===== src/rtl/qspi_pm_pkg.sv =====
package qspi_pm_pkg;

  localparam int CNT_W = 4;

  typedef enum logic [1:0] {
    W_HALF = 2'd0,
    W_FULL = 2'd1,
    W_DUAL = 2'd2,
    W_QUAD = 2'd3
  } width_e;

  typedef struct packed {
    logic             last;
    logic [1:0]       dir;
    width_e           width;
    logic [CNT_W-1:0] nbytes_m1;
  } desc_t;

  // Rising edges needed for one byte at a given width.
  function automatic logic [3:0] groups_of(width_e w);
    case (w)
      W_DUAL:  return 4'd4;
      W_QUAD:  return 4'd2;
      default: return 4'd8;
    endcase
  endfunction

  function automatic logic [3:0] lane_mask(width_e w);
    case (w)
      W_DUAL:  return 4'b0011;
      W_QUAD:  return 4'b1111;
      default: return 4'b0001;
    endcase
  endfunction

  // Capture happens in full duplex whenever the receive bit is set,
  // otherwise only in a receive-only phase.
  function automatic logic rx_enabled(width_e w, logic [1:0] d);
    return d[1] & ((w == W_FULL) | ~d[0]);
  endfunction

endpackage


===== src/rtl/qspi_pm_clkgen.sv =====
module qspi_pm_clkgen #(
  parameter int DIV_W = 4
) (
  input  logic             clk,
  input  logic             rst_n,
  input  logic             en,
  input  logic             toggle,
  input  logic [DIV_W-1:0] div,
  output logic             sck,
  output logic             tick,
  output logic             rise,
  output logic             fall
);

  logic [DIV_W-1:0] cnt;

  assign tick = en && (cnt == div);
  assign rise = tick && toggle && !sck;
  assign fall = tick && toggle && sck;

  always_ff @(posedge clk or negedge rst_n) begin
    if (!rst_n) begin
      cnt <= '0;
      sck <= 1'b0;
    end else if (!en) begin
      cnt <= '0;
      sck <= 1'b0;
    end else begin
      cnt <= tick ? '0 : cnt + 1'b1;
      if (tick && toggle) sck <= ~sck;
    end
  end

endmodule


===== src/rtl/qspi_pm_txq.sv =====
module qspi_pm_txq #(
  parameter int DEPTH = 16,
  localparam int AW = $clog2(DEPTH)
) (
  input  logic       clk,
  input  logic       rst_n,
  input  logic       push,
  input  logic [7:0] din,
  input  logic       pop,
  output logic [7:0] head,
  output logic       empty
);

  logic [7:0]  mem [DEPTH];
  logic [AW:0] wp, rp;
  logic        full;

  assign empty = (wp == rp);
  assign full  = (wp[AW] != rp[AW]) && (wp[AW-1:0] == rp[AW-1:0]);
  assign head  = mem[rp[AW-1:0]];

  always_ff @(posedge clk or negedge rst_n) begin
    if (!rst_n) begin
      wp <= '0;
      rp <= '0;
    end else begin
      if (push && !full) wp <= wp + 1'b1;
      if (pop && !empty) rp <= rp + 1'b1;
    end
  end

  always_ff @(posedge clk) begin
    if (push && !full) mem[wp[AW-1:0]] <= din;
  end

endmodule


===== src/rtl/qspi_pm_shifter.sv =====
module qspi_pm_shifter
  import qspi_pm_pkg::*;
(
  input  logic       clk,
  input  logic       rst_n,
  input  width_e     width,
  input  logic       load,
  input  logic [7:0] load_byte,
  input  logic       shift,
  input  logic       sample,
  input  logic [3:0] io_in,
  output logic [3:0] lanes_out,
  output logic [7:0] rx_next
);

  logic [7:0] tx_sr, rx_sr;

  always_comb begin
    case (width)
      W_HALF:  rx_next = {rx_sr[6:0], io_in[0]};
      W_FULL:  rx_next = {rx_sr[6:0], io_in[1]};
      W_DUAL:  rx_next = {rx_sr[5:0], io_in[1:0]};
      default: rx_next = {rx_sr[3:0], io_in};
    endcase
  end

  always_comb begin
    case (width)
      W_DUAL:  lanes_out = {2'b00, tx_sr[7:6]};
      W_QUAD:  lanes_out = tx_sr[7:4];
      default: lanes_out = {3'b000, tx_sr[7]};
    endcase
  end

  always_ff @(posedge clk or negedge rst_n) begin
    if (!rst_n) begin
      tx_sr <= '0;
      rx_sr <= '0;
    end else begin
      if (load) begin
        tx_sr <= load_byte;
      end else if (shift) begin
        case (width)
          W_DUAL:  tx_sr <= {tx_sr[5:0], 2'b00};
          W_QUAD:  tx_sr <= {tx_sr[3:0], 4'b0000};
          default: tx_sr <= {tx_sr[6:0], 1'b0};
        endcase
      end
      if (sample) rx_sr <= rx_next;
    end
  end

endmodule


===== src/rtl/qspi_phase_master.sv =====
module qspi_phase_master
  import qspi_pm_pkg::*;
#(
  parameter int NDESC     = 4,
  parameter int DIV_W     = 4,
  parameter int TXQ_DEPTH = 16,
  localparam int SEL_W    = $clog2(NDESC)
) (
  input  logic             clk,
  input  logic             rst_n,
  input  logic [DIV_W-1:0] div,
  input  logic             desc_we,
  input  logic [SEL_W-1:0] desc_sel,
  input  logic [1:0]       desc_width,
  input  logic [1:0]       desc_dir,
  input  logic [CNT_W-1:0] desc_len,
  input  logic             desc_last,
  input  logic             tx_we,
  input  logic [7:0]       tx_byte,
  input  logic             start,
  input  logic             man_go,
  input  logic [1:0]       man_width,
  input  logic [1:0]       man_dir,
  input  logic             man_last,
  output logic             sck,
  output logic             cs_n,
  output logic [3:0]       io_out,
  output logic [3:0]       io_oe,
  input  logic [3:0]       io_in,
  output logic             rx_valid,
  output logic [7:0]       rx_byte,
  output logic             busy,
  output logic             hold,
  output logic             done
);

  typedef enum logic [1:0] {S_IDLE, S_RUN, S_PAUSE, S_TAIL} state_e;

  state_e           state;
  desc_t            tbl [NDESC];
  desc_t            cur, ld_desc, man_desc;
  logic [SEL_W-1:0] didx;
  logic [CNT_W-1:0] bcnt;
  logic [2:0]       gcnt;
  logic             man;

  logic tick, rise, fall;
  logic q_empty;
  logic [7:0] q_head, rx_next, ld_byte;
  logic [3:0] lanes_out;

  // Named events, also observed by the checker.
  logic go_start, go_man, last_grp, more_bytes, more_desc;
  logic byte_end, next_byte, next_desc, seq_end;
  logic ld, pop, shift, sample;

  assign man_desc   = '{last: man_last, dir: man_dir, width: width_e'(man_width),
                        nbytes_m1: '0};
  assign go_start   = (state == S_IDLE) && start;
  assign go_man     = ((state == S_IDLE) || (state == S_PAUSE)) && man_go && !go_start;
  assign last_grp   = ({1'b0, gcnt} == (groups_of(cur.width) - 4'd1));
  assign more_bytes = (bcnt != '0);
  assign more_desc  = !man && !cur.last && (didx != SEL_W'(NDESC - 1));
  assign byte_end   = (state == S_RUN) && fall && last_grp;
  assign next_byte  = byte_end && more_bytes;
  assign next_desc  = byte_end && !more_bytes && more_desc;
  assign seq_end    = byte_end && !more_bytes && !more_desc;
  assign shift      = (state == S_RUN) && fall && !last_grp;
  assign sample     = (state == S_RUN) && rise;

  always_comb begin
    if (go_start)       ld_desc = tbl[0];
    else if (go_man)    ld_desc = man_desc;
    else if (next_desc) ld_desc = tbl[didx + SEL_W'(1)];
    else                ld_desc = cur;
  end

  assign ld      = go_start || go_man || next_byte || next_desc;
  assign pop     = ld && ld_desc.dir[0] && !q_empty;
  assign ld_byte = pop ? q_head : 8'h00;

  always_ff @(posedge clk or negedge rst_n) begin
    if (!rst_n) begin
      for (int i = 0; i < NDESC; i++) tbl[i] <= '0;
    end else if (desc_we) begin
      tbl[desc_sel] <= '{last: desc_last, dir: desc_dir, width: width_e'(desc_width),
                         nbytes_m1: desc_len};
    end
  end

  qspi_pm_clkgen #(.DIV_W(DIV_W)) clkgen_i (
    .clk    (clk),
    .rst_n  (rst_n),
    .en     ((state == S_RUN) || (state == S_TAIL)),
    .toggle (state == S_RUN),
    .div    (div),
    .sck    (sck),
    .tick   (tick),
    .rise   (rise),
    .fall   (fall)
  );

  qspi_pm_txq #(.DEPTH(TXQ_DEPTH)) txq_i (
    .clk   (clk),
    .rst_n (rst_n),
    .push  (tx_we),
    .din   (tx_byte),
    .pop   (pop),
    .head  (q_head),
    .empty (q_empty)
  );

  qspi_pm_shifter shifter_i (
    .clk       (clk),
    .rst_n     (rst_n),
    .width     (cur.width),
    .load      (ld),
    .load_byte (ld_byte),
    .shift     (shift),
    .sample    (sample),
    .io_in     (io_in),
    .lanes_out (lanes_out),
    .rx_next   (rx_next)
  );

  always_ff @(posedge clk or negedge rst_n) begin
    if (!rst_n) begin
      state    <= S_IDLE;
      cur      <= '0;
      didx     <= '0;
      bcnt     <= '0;
      gcnt     <= '0;
      man      <= 1'b0;
      cs_n     <= 1'b1;
      done     <= 1'b0;
      rx_valid <= 1'b0;
      rx_byte  <= '0;
    end else begin
      done     <= 1'b0;
      rx_valid <= 1'b0;
      case (state)
        S_IDLE, S_PAUSE: begin
          if (go_start || go_man) begin
            state <= S_RUN;
            cs_n  <= 1'b0;
            cur   <= ld_desc;
            didx  <= '0;
            bcnt  <= ld_desc.nbytes_m1;
            gcnt  <= '0;
            man   <= go_man;
          end
        end
        S_RUN: begin
          if (sample && last_grp && rx_enabled(cur.width, cur.dir)) begin
            rx_valid <= 1'b1;
            rx_byte  <= rx_next;
          end
          if (fall) gcnt <= last_grp ? '0 : gcnt + 1'b1;
          if (next_byte) bcnt <= bcnt - 1'b1;
          if (next_desc) begin
            cur  <= ld_desc;
            didx <= didx + 1'b1;
            bcnt <= ld_desc.nbytes_m1;
          end
          if (seq_end) state <= (man && !cur.last) ? S_PAUSE : S_TAIL;
        end
        default: begin
          if (tick) begin
            state <= S_IDLE;
            cs_n  <= 1'b1;
            done  <= 1'b1;
          end
        end
      endcase
    end
  end

  assign io_out = lanes_out;
  assign io_oe  = ((state == S_RUN) && cur.dir[0]) ? lane_mask(cur.width) : 4'b0000;
  assign busy   = (state != S_IDLE);
  assign hold   = (state == S_PAUSE);

endmodule


===== config.mk =====
export PLATFORM = sky130hd
export DESIGN_NAME = qspi_phase_master
export DESIGN_NICKNAME = d
export VERILOG_FILES = /design/src/rtl/qspi_pm_pkg.sv /design/src/rtl/qspi_pm_clkgen.sv /design/src/rtl/qspi_pm_txq.sv /design/src/rtl/qspi_pm_shifter.sv /design/src/rtl/qspi_phase_master.sv
export SDC_FILE = /design/constraint.sdc
export NUM_CORES = 1
export LEC_CHECK = 0
export BUFFER_PORTS_ARGS = -buffer_cell sky130_fd_sc_hd__buf_2
export CAP_MARGIN = 20
export CORE_AREA = 5 5 143 145
export DETAILED_ROUTE_END_ITERATION = 8
export DIE_AREA = 0 0 148 150
export PLACE_DENSITY_LB_ADDON = 0.15
export SLEW_MARGIN = 20
export SYNTH_ARGS = -nofsm -noshare
export SYNTH_HDL_FRONTEND = slang
export SYNTH_HIERARCHICAL = 1
export SYNTH_SLANG_ARGS = --single-unit

===== constraint.sdc =====
create_clock -name clk -period 4.17 [get_ports clk]
set_clock_uncertainty 0.15 [all_clocks]
set_input_delay 0.2085 -clock clk [delete_from_list [all_inputs] [get_ports clk]]
set_output_delay 0.2085 -clock clk [all_outputs]
set_load 0.01 [all_outputs]

Word-level counts from Yosys, hierarchy flattened
Memories as Yosys holds them, arrays and structs flattened.
Index checks and enable logic that the tools add are counted.
- register bits after elaboration: 98
- latch bits: 0
- RAM bits: 128
- ROM bits: 0
- input port bits: 38
- logic and storage cells: 179
- memories kept: 1
- memory list (memory ; words ; width ; read ports ; clocked after memory_dff ; write ports ; line ; source):
    txq_i.mem ; 16 ; 8 ; 1 ; 0 ; 1 ; qspi_pm_txq.sv:14 ; logic [7:0] mem [DEPTH];
- $add $sub $neg: 7
- multiply operators: 0
- divide/modulo/power cells: 0
- $lt $le $gt $ge: 3
- equal/unequal tests: 18
- shifts and indexed selects: 0
- mux-type cells: 50
- bitwise logic cells: 7
- reduce and logical (&&, ||, !) cells: 58
- operators by type and width (kind ; number):
    9-bit 2-to-1 mux ; 8
    36-bit bitwise mux ; 1
    4-bit one-hot mux with 2 select lines ; 4
    1-bit logical AND ; 27
    4-bit 2-to-1 mux ; 6
    8-bit 2-to-1 mux ; 3
    8-bit one-hot mux with 3 select lines ; 1
    9-bit binary-select mux with 2-bit select ; 1
    9-bit demux with 2-bit select ; 1
    9-bit one-hot mux with 2 select lines ; 1
    8-bit one-hot mux with 2 select lines ; 1
    3-bit AND reduction ; 5
    2-bit inequality test, second input constant ; 6
    1-bit 2-to-1 mux ; 11
    5-bit by 1-bit adder with 5-bit output, second input constant ; 2
    2-bit 2-to-1 mux ; 5
    1-bit logical NOT ; 9
    3-bit 2-to-1 mux ; 3
    2-bit == test, second input constant ; 4
    4-bit == test ; 2
    2-bit one-hot mux with 2 select lines ; 2
    2-bit nonzero test ; 4
    4-bit by 1-bit subtractor with 4-bit output, second input constant ; 2
    3-bit greater-or-equal comparator, second input constant ; 2
    other kinds (22) ; 32

Longest topological paths before layout
Gate-level depths: netlist of run 1.
- word-level depth: 16
- depth in mapped cells: 14

Modules after synthesis
Netlist of run 1, hierarchy kept.
- modules (own cells, without submodules) (module ; instances ; cells an instance ; area each (µm²) ; seq. area each (µm²)):
    qspi_pm_txq ; 1 ; 282 ; 5639.2 ; 4093.9
    qspi_phase_master ; 1 ; 272 ; 3323.2 ; 1652.8
    qspi_pm_shifter ; 1 ; 103 ; 1024.7 ; 375.4
    qspi_pm_clkgen ; 1 ; 31 ; 329.1 ; 125.1

Worst setup path before layout of run 1
No wires, ideal clock.
- kind: reg2reg
- start: register state[0]
- end: register txq_i.rp[1]
- arrival: 3040 ps
- slack: 856 ps
- stages on the path, launching flop included: 13
- path buffers: 2
- period minus slack after synthesis: 3314 ps
- cells stage by stage: dfrtp_1 clkbuf_1 clkbuf_1 o2111ai_2 nor4_4 and2_2 and3b_2 o2111ai_4 or2_4 o221ai_2 a211oi_4 o21ai_1 mux2_2
- word-level cells in the longest chain between the ends: 15
- elaborated cells on any way between the ends: 27
- classes of those cells: eq/ne: 3; mux: 3; reduce/logical: 21
- RTL lines (item ; line ; source):
    start: declaration ; qspi_phase_master.sv:39 ; state_e state;
    start signal: assignment ; qspi_phase_master.sv:165 ; if (seq_end) state <= (man && !cur.last) ? S_PAUSE : S_TAIL;
    2-bit by 1-bit == test with 1-bit output / 2-bit == test (equally long branches) ; qspi_phase_master.sv:94, qspi_phase_master.sv:95 ;
    1-bit logical OR ; qspi_phase_master.sv:94 ; .en ((state == S_RUN) || (state == S_TAIL)),
    1-bit logical AND ; qspi_pm_clkgen.sv:17 ; assign tick = en && (cnt == div);
    1-bit logical AND * (2 in a row) ; qspi_pm_clkgen.sv:19 ; assign fall = tick && toggle && sck;
    via fall ; qspi_phase_master.sv:47 ; logic tick, rise, fall;
    1-bit logical AND * (2 in a row) ; qspi_phase_master.sv:64 ; assign byte_end = (state == S_RUN) && fall && last_grp;
    1-bit logical AND (2 in a row) ; qspi_phase_master.sv:66 ; assign next_desc = byte_end && !more_bytes && more_desc;
    9-bit 2-to-1 mux ; qspi_phase_master.sv:74 ; else if (next_desc) ld_desc = tbl[didx + SEL_W'(1)];
    9-bit 2-to-1 mux ; qspi_phase_master.sv:73 ; else if (go_man) ld_desc = man_desc;
    9-bit 2-to-1 mux ; qspi_phase_master.sv:72 ; if (go_start) ld_desc = tbl[0];
    1-bit logical AND * (2 in a row) ; qspi_phase_master.sv:79 ; assign pop = ld && ld_desc.dir[0] && !q_empty;
    via pop ; qspi_phase_master.sv:55 ; logic ld, pop, shift, sample;
    1-bit logical AND * ; qspi_pm_txq.sv:28 ; if (pop && !empty) rp <= rp + 1'b1;
    end signal: assignment ; qspi_pm_txq.sv:28 ;
    end: declaration ; qspi_pm_txq.sv:15 ; logic [AW:0] wp, rp;
Mark *: on every way through the listed nets, which the timed path passes. The rest lies on a longest branch.
A chain may end at the register's enable or synchronous reset.

Final worst setup path of run 1
- start: register state[1]
- end: register txq_i.rp[1]
The elaborated chain is that of the path after synthesis.

==> flow_metrics.env, run 1 <==
export IMPL_critPathBufInv=2
export IMPL_fin_setup_tns_ns=0
export IMPL_p_clk_frac=0.300
export IMPL_hpwl_mm=13.8
export IMPL_antenna_found_initial=0
export IMPL_io_pins=60
export IMPL_final_layout_size_suffix_gt1_frac=0.261
export IMPL_grt_first_pass_wirelength_mm=34.2
export IMPL_synthAdderAreaFrac=0.0133
export IMPL_stdcell_count=1036
export IMPL_root_buffer="clkbuf_16"
export IMPL_clock_fmax_mhz=293
export IMPL_power_frac_comb=0.241
export IMPL_port_buffers=59
export IMPL_crit_path_top_delay_cell="dfrtp_1"
export IMPL_clk_latency_ns=0.52
export IMPL_use_met1=0.257
export IMPL_powerDensity_nw_per_um2=562
export IMPL_cp_required_ns=4.42
export IMPL_first_pass_iters=5
export IMPL_intPower_w=0.00462
export IMPL_synth_xor_xnor_area_share=0.0143
export IMPL_core_area_um2=19100
export IMPL_busiest_layer="met2"
export IMPL_drc=0
export IMPL_area_delta_synth_final_pct=14.0
export IMPL_cts_clk_slew_worst_paths_ns=0.06
export IMPL_ant_nets=0
export IMPL_fp_row_count=51
export IMPL_use_met2=0.347
export IMPL_nNetsFinal=828
export IMPL_worstMarginPinSlew_ns=0.962
export IMPL_clock_sinks=224
export IMPL_track_usage=0.196
export IMPL_drt_iter0_drc=453
export IMPL_die_area_um2=22200
export IMPL_h_tree_depth=1
export IMPL_rsz0062_at_grt="no"
export IMPL_maxCapViolCount=0
export IMPL_ir_drop_v=0.000420
export IMPL_final_hold_viol_count=0
export IMPL_diodes=0
export IMPL_hp_class="input pin to register"
export IMPL_arrival_ns=3.67
export IMPL_worstSetupEndpointType="register"
export IMPL_cp_max_fo=12
export IMPL_syn_area_per_cell_um2=15.0
export IMPL_timing_slew_headroom=0.356
export IMPL_place_gp_congestion=0.860
export IMPL_dpl_cell_count=965
export IMPL_path_cells="nor2b_1 -> buf_4 -> inv_1 -> nor4_4 -> and2_2 -> and3b_2 -> o2111ai_4 -> or2_4 -> o221ai_2 -> a211oi_4 -> o21ai_1 -> mux2_2"
export IMPL_seq_power_share=0.459
export IMPL_swShare=0.300
export IMPL_avgViaCountPerCell=5.82
export IMPL_tritoncts="yes"
export IMPL_cts_buffers=25
export IMPL_grt_start_max_net_pins=74
export IMPL_syn_nets=737
export IMPL_syn_inst=688
export IMPL_clk_path_buf_depth=3
export IMPL_min_period_over_period=0.818
export IMPL_setup_viol=0
export IMPL_first_global_vias=6303
export IMPL_seq_area_frac_synth=0.606
export IMPL_synthMuxAreaShare=0.168
export IMPL_postCtsSetupRepairBufs=0
export IMPL_use_met3=0.0263
export IMPL_synth_ff_type="edfxtp_1"
export IMPL_die_height_um=150
export IMPL_overflow=0
export IMPL_synth_edf_count=128
export IMPL_fin_util=0.616
export IMPL_yosys_area_share_simple=0.0887
export IMPL_start_util=0.541
export IMPL_status="completed"
export IMPL_n_fill_cell=1421
export IMPL_cp_top_family="simple AND/OR/NAND/NOR gates"
export IMPL_cp_slowest_stage_delay_ns=0.46
export IMPL_p_switching_w=0.00198
export IMPL_worstSetupPathType="register to register"
export IMPL_synth_warnings=6
export IMPL_slew_viol_final=0
export IMPL_ys_ff_latch=224
export IMPL_wirelength_mm=21.0
export IMPL_synth_compound_area_frac=0.0796
export IMPL_synth_top_family_by_area="multiplexers"
export IMPL_start_kind="register"
export IMPL_netlist_area_um2=10300
export IMPL_leakage_nw=4.55
export IMPL_wl_per_cell_um=20.3
export IMPL_async_flop_share=0.429
export IMPL_period_minus_slack_ns=3.41
export IMPL_die_w_um=148
export IMPL_synth_cell_types=75
export IMPL_vias=6025
## power by group through the flow
stage / registers (W) / clock network, W / logic (W)
floorplan: 0.00293 / 0 / 0.00131
global placement: 0.00305 / 0 / 0.00153
detailed placement: 0.00307 / 0 / 0.00156
CTS: 0.00303 / 0.00203 / 0.00160
global route: 0.00308 / 0.00215 / 0.00175
finish: 0.00303 / 0.00198 / 0.00159
## cells by family after synthesis
family | Yosys count
flip-flops | 224
AND/OR/NAND/NOR | 176
multiplexers | 107
AO/OA/AOI/OAI | 104
buffers and inverters | 50
XOR/XNOR | 16
adder cells (fa/ha/maj) | 11
## placed cells by master, fill, tap and decap left out, types with 13 or more instances in the layout
cell type      netlist  final
edfxtp_1           128    128
dfrtp_1             95     94
buf_2                7     58
nand2_1             51     51
mux2_2              45     45
nor2_1              43     43
clkbuf_16            0     25
dlygate4sd3_1        0     25
mux4_2              22     22
mux4_1              19     19
a22oi_1             18     18
inv_1               16     16
clkbuf_1             7     16
o21ai_1             15     15
buf_4                5     15
nor2b_1             14     14
a21oi_1             13     13
## repair_timing
| item | 4_1_cts | 5_1_grt |
|---|---|---|
| hold endpoints to repair | 246 | 0 |
| gates resized for setup | 0 | 0 |
| hold buffers | 25 | 0 |
## cell type report
type	count	area, um^2	area share
tap	238	298	0.0253
inverter	16	60.1	0.00511
timing repair buffer	98	653	0.0555
clock inverter	4	41.3	0.00351
multi-input combinational	414	3760	0.320
sequential	224	6250	0.531
clock buffer	42	699	0.0595
## registers in the layout, indices dropped and copies added (netlist names)
signal / count
man: 1
shifter_i/rx_sr: 7
cs_n: 1
rx_valid: 1
txq_i/wp: 5
txq_i/mem: 128
rx_byte: 8
didx: 2
shifter_i/tx_sr: 8
state: 2
done: 1
clkgen_i/sck: 1
cur: 7
bcnt: 4
tbl: 36
gcnt: 3
clkgen_i/cnt: 4
txq_i/rp: 5
## metrics by stage
step	total power [W]	setup slack (ns)	hold slack [ns]	cell area, um^2
2_1_floorplan	0.00424	0.856	-0.237	10300
3_3_place_gp	0.00457	0.882	0.244	10800
6_report	0.00661	0.759	0.00509	11800
3_5_place_dp	0.00464	0.800	0.256	10800
5_1_grt	0.00697	0.475	0.0394	11800
4_1_cts	0.00667	0.751	0.000824	11800
## per-layer routing
metal | vias to the layer above | wire [um]
li1 | 2822 | -
met1 | 3032 | 9030
met2 | 137 | 10700
met3 | 34 | 761
met4 | 0 | 509
met5 | - | 0
## worst paths after layout
kind                       depth (start not counted)                   start  slack (ns)                      end
setup reg to reg                                  12    state[1]$_DFFE_PN0P_        0.76  txq_i/rp[1]$_DFFE_PN0P_
max in group asynchronous                          3                   rst_n        2.69         cs_n$_DFFE_PN1P_
setup / recovery                                  12    state[1]$_DFFE_PN0P_        0.76  txq_i/rp[1]$_DFFE_PN0P_
hold reg to reg                                    1  rx_byte[0]$_DFFE_PN0P_        0.33   rx_byte[0]$_DFFE_PN0P_
hold / removal                                     4                  man_go       0.005       cur[4]$_DFFE_PN0P_
min in group asynchronous                          2                   rst_n        0.21      tbl[22]$_DFFE_PN0P_
## tightest hold or removal path: stages
cell and delay (ns):
buf_2 0.14, nand3_1 0.07, a21o_1 0.13, a22oi_1 0.07
## cell usage after synthesis, types with 3 or more instances
master / n / area share
edfxtp_1: 128 / 0.37
dfrtp_1: 95 / 0.23
nand2_1: 51 / 0.019
mux2_2: 45 / 0.049
nor2_1: 43 / 0.016
mux4_2: 22 / 0.048
mux4_1: 19 / 0.048
a22oi_1: 18 / 0.013
inv_1: 16 / 0.0058
o21ai_1: 15 / 0.0073
nor2b_1: 14 / 0.0085
a21oi_1: 13 / 0.0063
and2_1: 12 / 0.0073
xnor2_1: 12 / 0.010
ha_1: 11 / 0.013
mux2i_1: 11 / 0.011
nand3_1: 10 / 0.0049
nor3_1: 9 / 0.0044
mux2_1: 8 / 0.0087
and3_1: 7 / 0.0042
buf_2: 7 / 0.0034
buf_6: 7 / 0.0076
clkbuf_1: 7 / 0.0025
o211ai_1: 7 / 0.0051
o21ai_0: 7 / 0.0034
a21oi_2: 6 / 0.0051
a211oi_1: 5 / 0.0036
buf_4: 5 / 0.0036
nor3b_1: 5 / 0.0036
o21a_1: 5 / 0.0036
o41ai_2: 4 / 0.0063
buf_1: 3 / 0.0011
nand2b_1: 3 / 0.0018
nand3b_1: 3 / 0.0022
o22ai_1: 3 / 0.0018
xor2_1: 3 / 0.0025
Power figures use the tool's default switching activity.
==> inputs of run 2 (changes only) <==
Clock period 4.17 ns to 2.8 ns, I/O delays scaled along.
==> flow_metrics.env, run 2 (synthesis results as in run 1) <==
export IMPL_vias=6143
export IMPL_min_period_over_period=1.04
export IMPL_cts_buffers=24
export IMPL_h_tree_depth=1
export IMPL_io_pins=60
export IMPL_timing_slew_headroom=0.518
export IMPL_layout_setup_ws_ns=-0.123
export IMPL_worstSetupEndpointType="register"
export IMPL_maxCapViolCount=0
export IMPL_nNetsFinal=876
export IMPL_cts_clk_slew_worst_paths_ns=0.06
export IMPL_die_height_um=150
export IMPL_overflow=0
export IMPL_hp_class="input pin to register"
export IMPL_stdcell_count=1083
export IMPL_wl_per_cell_um=19.3
export IMPL_failed_checks="setup timing"
export IMPL_wirelength_mm=20.9
export IMPL_final_hold_viol_count=0
export IMPL_clk_path_buf_depth=3
export IMPL_clk_latency_ns=0.51
export IMPL_start_util=0.541
export IMPL_place_gp_congestion=0.852
export IMPL_start_kind="register"
export IMPL_diodes=0
export IMPL_worstSetupPathType="register to register"
export IMPL_core_area_um2=19100
export IMPL_n_fill_cell=1374
export IMPL_antenna_found_initial=0
export IMPL_powerDensity_nw_per_um2=840
export IMPL_dpl_cell_count=1006
export IMPL_area_delta_synth_final_pct=19.0
export IMPL_setup_viol=11
export IMPL_arrival_ns=3.16
export IMPL_hpwl_mm=14.1
export IMPL_track_usage=0.197
export IMPL_drt_iter0_drc=365
export IMPL_first_global_vias=6515
export IMPL_ant_nets=0
export IMPL_rsz0062_at_grt="yes"
export IMPL_grt_start_max_net_pins=56
export IMPL_grt_first_pass_wirelength_mm=34.8
export IMPL_final_layout_size_suffix_gt1_frac=0.311
export IMPL_place_area_um2=11100
export IMPL_die_area_um2=22200
export IMPL_fin_area_um2=12300
export IMPL_drc=0
export IMPL_port_buffers=59
export IMPL_ir_drop_v=0.000560
export IMPL_clock_fmax_mhz=342
export IMPL_cp_required_ns=3.04
export IMPL_die_w_um=148
export IMPL_final_common_cell="edfxtp_1"
export IMPL_worstMarginPinSlew_ns=0.721
export IMPL_period_minus_slack_ns=2.92
export IMPL_tritoncts="yes"
export IMPL_first_pass_iters=5
export IMPL_root_buffer="clkbuf_16"
export IMPL_avgViaCountPerCell=5.67
export IMPL_slew_viol_final=0
export IMPL_leakage_nw=4.84
export IMPL_fp_row_count=51
export IMPL_largest_reg_flops=128
export IMPL_clock_sinks=224
export IMPL_status="finished with violations"
export IMPL_final_cell_mix="128 x edfxtp_1, 93 x dfrtp_1, 58 x buf_2"
export IMPL_cp_max_fo=10
==> run 2: cell count changes in the layout (fill, tap and decap cells not counted), sizes merged <==
cell / before / now
dlygate4sd3: 25 / 30
bufinv: 0 / 3
clkbuf: 42 / 32
clkinv: 2 / 7
inv: 17 / 16
clkinvlp: 1 / 2
buf: 73 / 117
==> run 2: layout make-up <==
cell class | count | area [um^2] | share of cell area
clock buffers | 32 | 671 | 0.0546
clock inverters | 12 | 150 | 0.0122
inverters | 16 | 63.8 | 0.00520
multi-input cells | 414 | 3780 | 0.308
flip-flops and latches | 224 | 6250 | 0.509
well taps | 238 | 298 | 0.0243
repair buffers | 147 | 1060 | 0.0865
==> run 2: power by group <==
group          internal, W  total, W  leakage (nW)  switching [W]
Combinational      0.00130   0.00268          2.10        0.00137
Clock              0.00196   0.00321         0.402        0.00125
Sequential         0.00404   0.00443          2.34       0.000384
==> run 2: repair_timing <==
item / CTS / global route
gates resized for setup: 2 / 1
hold buffers: 30 / 0
pin swaps: 7 / 4
setup buffers: 2 / 1
endpoints found under the hold margin: 231 / 0
endpoints found under the setup margin: 12 / 24
==> run 2: worst max-delay path, stage by stage, from the launching register on <==
cell,delay (ns)
dfrtp_1,0.38
xor2_1,0.16
a21o_4,0.20
nor4_4,0.27
and2_4,0.19
and3b_2,0.22
o2111ai_4,0.15
or2_4,0.28
o221ai_4,0.19
a211oi_4,0.11
buf_6,0.15
and2_1,0.13
o22ai_1,0.15
a21oi_1,0.09
==> run 2: worst paths after layout <==
| check | startpoint | endpoint | slack [ns] | cells after the start |
|---|---|---|---|---|
| max in group asynchronous | rst_n | rx_byte[4]$_DFFE_PN0P_ | 1.67 | 3 |
| worst min-delay path | man_last | cur[8]$_DFFE_PN0P_ | 0.02 | 5 |
| worst min register to register | rx_byte[4]$_DFFE_PN0P_ | rx_byte[4]$_DFFE_PN0P_ | 0.33 | 1 |
| worst max-delay path | clkgen_i/cnt[2]$_DFF_PN0_ | shifter_i/tx_sr[2]$_DFFE_PN0P_ | -0.12 | 13 |
| min in group asynchronous | rst_n | tbl[22]$_DFFE_PN0P_ | 0.08 | 2 |
| worst max register to register | clkgen_i/cnt[2]$_DFF_PN0_ | shifter_i/tx_sr[2]$_DFFE_PN0P_ | -0.12 | 13 |
==> run 2: metrics by stage <==
stage	total power [W]	util	hold slack, ns	setup TNS (ns)	setup WS, ns
6_report	0.0103	0.643	0.0231	-0.587	-0.123
5_1_grt	0.0109	0.643	0.0589	-2.51	-0.275
4_1_cts	0.0104	0.643	0.0113	-1.21	-0.155
3_5_place_dp	0.00713	0.583	0.0949	-0.887	-0.151
3_3_place_gp	0.00704	0.583	0.0788	-0.169	-0.0671
2_1_floorplan	0.00634	-	-0.306	-1.50	-0.214
==> run 2: routing by layer <==
metal,vias to the layer above,wire (um),global-route usage
met1,3101,8980,0.259
met2,125,10800,0.352
met4,0,336,0.0388
li1,2892,-,-
met5,-,0,0
met3,25,818,0.0282
==> inputs of run 3 (changes only) <==
==> constraint.sdc (replaced) <==
create_clock -name clk -period 2.8 [get_ports clk]
set_clock_uncertainty 0.15 [all_clocks]
set_input_delay 0.28 -clock clk [delete_from_list [all_inputs] [get_ports clk]]
set_output_delay 0.28 -clock clk [all_outputs]
set_load 0.01 [all_outputs]
==> flow_metrics.env, run 3 (synthesis results as in run 1) <==
export IMPL_tritoncts="yes"
export IMPL_setup_viol=12
export IMPL_start_kind="register"
export IMPL_h_tree_depth=1
export IMPL_slew_viol_final=0
export IMPL_grt_first_pass_wirelength_mm=34.6
export IMPL_dpl_cell_count=1003
export IMPL_period_minus_slack_ns=2.93
export IMPL_stdcell_count=1070
export IMPL_start_util=0.541
export IMPL_fp_row_count=51
export IMPL_ant_nets=0
export IMPL_path_cells="xor2_1 -> a21o_4 -> nor4_4 -> and2_4 -> and3b_2 -> o2111ai_4 -> or2_4 -> o221ai_4 -> a211oi_4 -> buf_6 -> and2_1 -> o22ai_1 -> a21oi_1"
export IMPL_track_usage=0.196
export IMPL_wirelength_met1_mm=8.93
export IMPL_p_clk_frac=0.301
export IMPL_status="finished with violations"
export IMPL_failed_checks="setup timing"
export IMPL_layout_setup_ws_ns=-0.125
export IMPL_final_hold_viol_count=0
export IMPL_seq_power_share=0.436
export IMPL_leakage_nw=4.80
export IMPL_arrival_ns=3.17
export IMPL_worstSetupPathType="register to register"
export IMPL_overflow=0
export IMPL_first_global_vias=6474
export IMPL_clock_fmax_mhz=342
export IMPL_hpwl_mm=14.3
export IMPL_power_frac_comb=0.263
export IMPL_maxCapViolCount=0
export IMPL_place_area_um2=11100
export IMPL_die_height_um=150
export IMPL_final_layout_size_suffix_gt1_frac=0.314
export IMPL_drt_iter0_drc=330
export IMPL_clk_path_buf_depth=3
export IMPL_min_period_over_period=1.04
export IMPL_die_w_um=148
export IMPL_swShare=0.296
export IMPL_hp_class="input pin to register"
export IMPL_vias=6140
export IMPL_place_gp_congestion=0.840
export IMPL_nNetsFinal=865
export IMPL_core_area_um2=19100
export IMPL_timing_slew_headroom=0.520
export IMPL_antenna_found_initial=0
export IMPL_intPower_w=0.00716
export IMPL_drc=0
export IMPL_io_pins=60
export IMPL_cts_clk_slew_worst_paths_ns=0.06
export IMPL_cp_max_fo=10
export IMPL_die_area_um2=22200
export IMPL_diodes=0
export IMPL_area_delta_synth_final_pct=17.7
export IMPL_rsz0062_at_grt="yes"
export IMPL_wirelength_mm=21.3
export IMPL_largest_reg_flops=128
export IMPL_cts_buffers=24
export IMPL_wl_per_cell_um=19.9
export IMPL_grt_start_max_net_pins=52
export IMPL_met3_wirelength_um=737
export IMPL_worstMarginPinSlew_ns=0.718
export IMPL_worstSetupEndpointType="register"
export IMPL_crit_path_top_delay_cell="dfrtp_1"
export IMPL_fin_area_um2=12100
export IMPL_ir_drop_v=0.000578
export IMPL_final_cell_mix="128 x edfxtp_1, 93 x dfrtp_1, 58 x buf_2"
export IMPL_wl_met2_mm=11.2
export IMPL_avgViaCountPerCell=5.74
export IMPL_root_buffer="clkbuf_16"
export IMPL_clk_latency_ns=0.52
export IMPL_clock_sinks=224
export IMPL_port_buffers=59
export IMPL_first_pass_iters=4
export IMPL_cp_slowest_stage_delay_ns=0.38
export IMPL_top_layer="met4"
export IMPL_powerDensity_nw_per_um2=837
export IMPL_n_fill_cell=1425
export IMPL_p_switching_w=0.00300
export IMPL_cp_required_ns=3.04
export IMPL_final_common_cell="edfxtp_1"
==> run 3: cell types whose count changed in the layout (fill, tap and decap cells not counted), moves of 2 or more <==
cell	delta
clkinvlp_4	-2
clkinv_1	+2
dlygate4sd3_1	-10
buf_4	-3
==> run 3: through the flow <==
stage	utilization	power, W	worst slack (ns)	setup TNS, ns	hold slack (ns)
5_1_grt	0.637	0.0107	-0.336	-3.28	0.0118
6_report	0.637	0.0102	-0.125	-0.764	0.0143
4_1_cts	0.634	0.0102	-0.133	-0.950	0.0000573
3_3_place_gp	0.582	0.00702	-0.0814	-0.255	0.191
3_5_place_dp	0.582	0.00713	-0.209	-1.65	0.215
2_1_floorplan	-	0.00634	-0.214	-1.50	-0.166
==> run 3: final timing paths <==
check	from	end	slack [ns]	cells after the start
hold / removal	tx_byte[0]	txq_i/mem[6][0]$_DFFE_PP_	0.01	1
setup reg to reg	clkgen_i/cnt[2]$_DFF_PN0_	shifter_i/tx_sr[2]$_DFFE_PN0P_	-0.13	13
hold reg to reg	rx_byte[3]$_DFFE_PN0P_	rx_byte[3]$_DFFE_PN0P_	0.33	1
min in group asynchronous	rst_n	tbl[5]$_DFFE_PN0P_	0.20	2
setup / recovery	clkgen_i/cnt[2]$_DFF_PN0_	shifter_i/tx_sr[2]$_DFFE_PN0P_	-0.13	13
max in group asynchronous	rst_n	shifter_i/tx_sr[6]$_DFFE_PN0P_	1.62	3
==> run 3: power groups by stage <==
stage / registers [W] / logic (W) / clock network (W)
CTS: 0.00443 / 0.00268 / 0.00312
global route: 0.00450 / 0.00295 / 0.00327
floorplan: 0.00437 / 0.00197 / 0
detailed placement: 0.00449 / 0.00265 / 0
finish: 0.00444 / 0.00267 / 0.00306
global placement: 0.00446 / 0.00257 / 0
==> run 3: worst max-delay path, delay by kind of cell (launching register included) <==
kind                      cells  cell delay [ns]
AOI/OAI and AO/OA             6             0.90
xor gates and xnor gates      1             0.16
and+or+nand+nor               5             1.05
DFF                           1             0.38
buffers and inverters         1             0.15
==> run 3: layout make-up <==
cell class | count | area (um^2) | share of cell area
flip-flops and latches | 224 | 6250 | 0.515
multi-input cells | 414 | 3800 | 0.313
repair buffers | 136 | 971 | 0.0800
clock buffers | 30 | 653 | 0.0538
well taps | 238 | 298 | 0.0245
clock inverters | 12 | 116 | 0.00958
inverters | 16 | 60.1 | 0.00495
==> run 3: timing repair <==
| item | CTS | global route |
|---|---|---|
| endpoints found under the setup margin | 13 | 25 |
| pin swaps | 3 | 9 |
| setup buffers | 1 | 4 |
| hold buffers | 20 | 0 |
| endpoints found under the hold margin | 171 | 0 |
| gates resized for setup | 2 | 6 |
==> run 3: metal layers <==
metal,up-vias,global-route usage
met1,3129,0.250
met3,30,0.0282
met2,99,0.361
met5,-,0
met4,0,0.0356
li1,2882,-
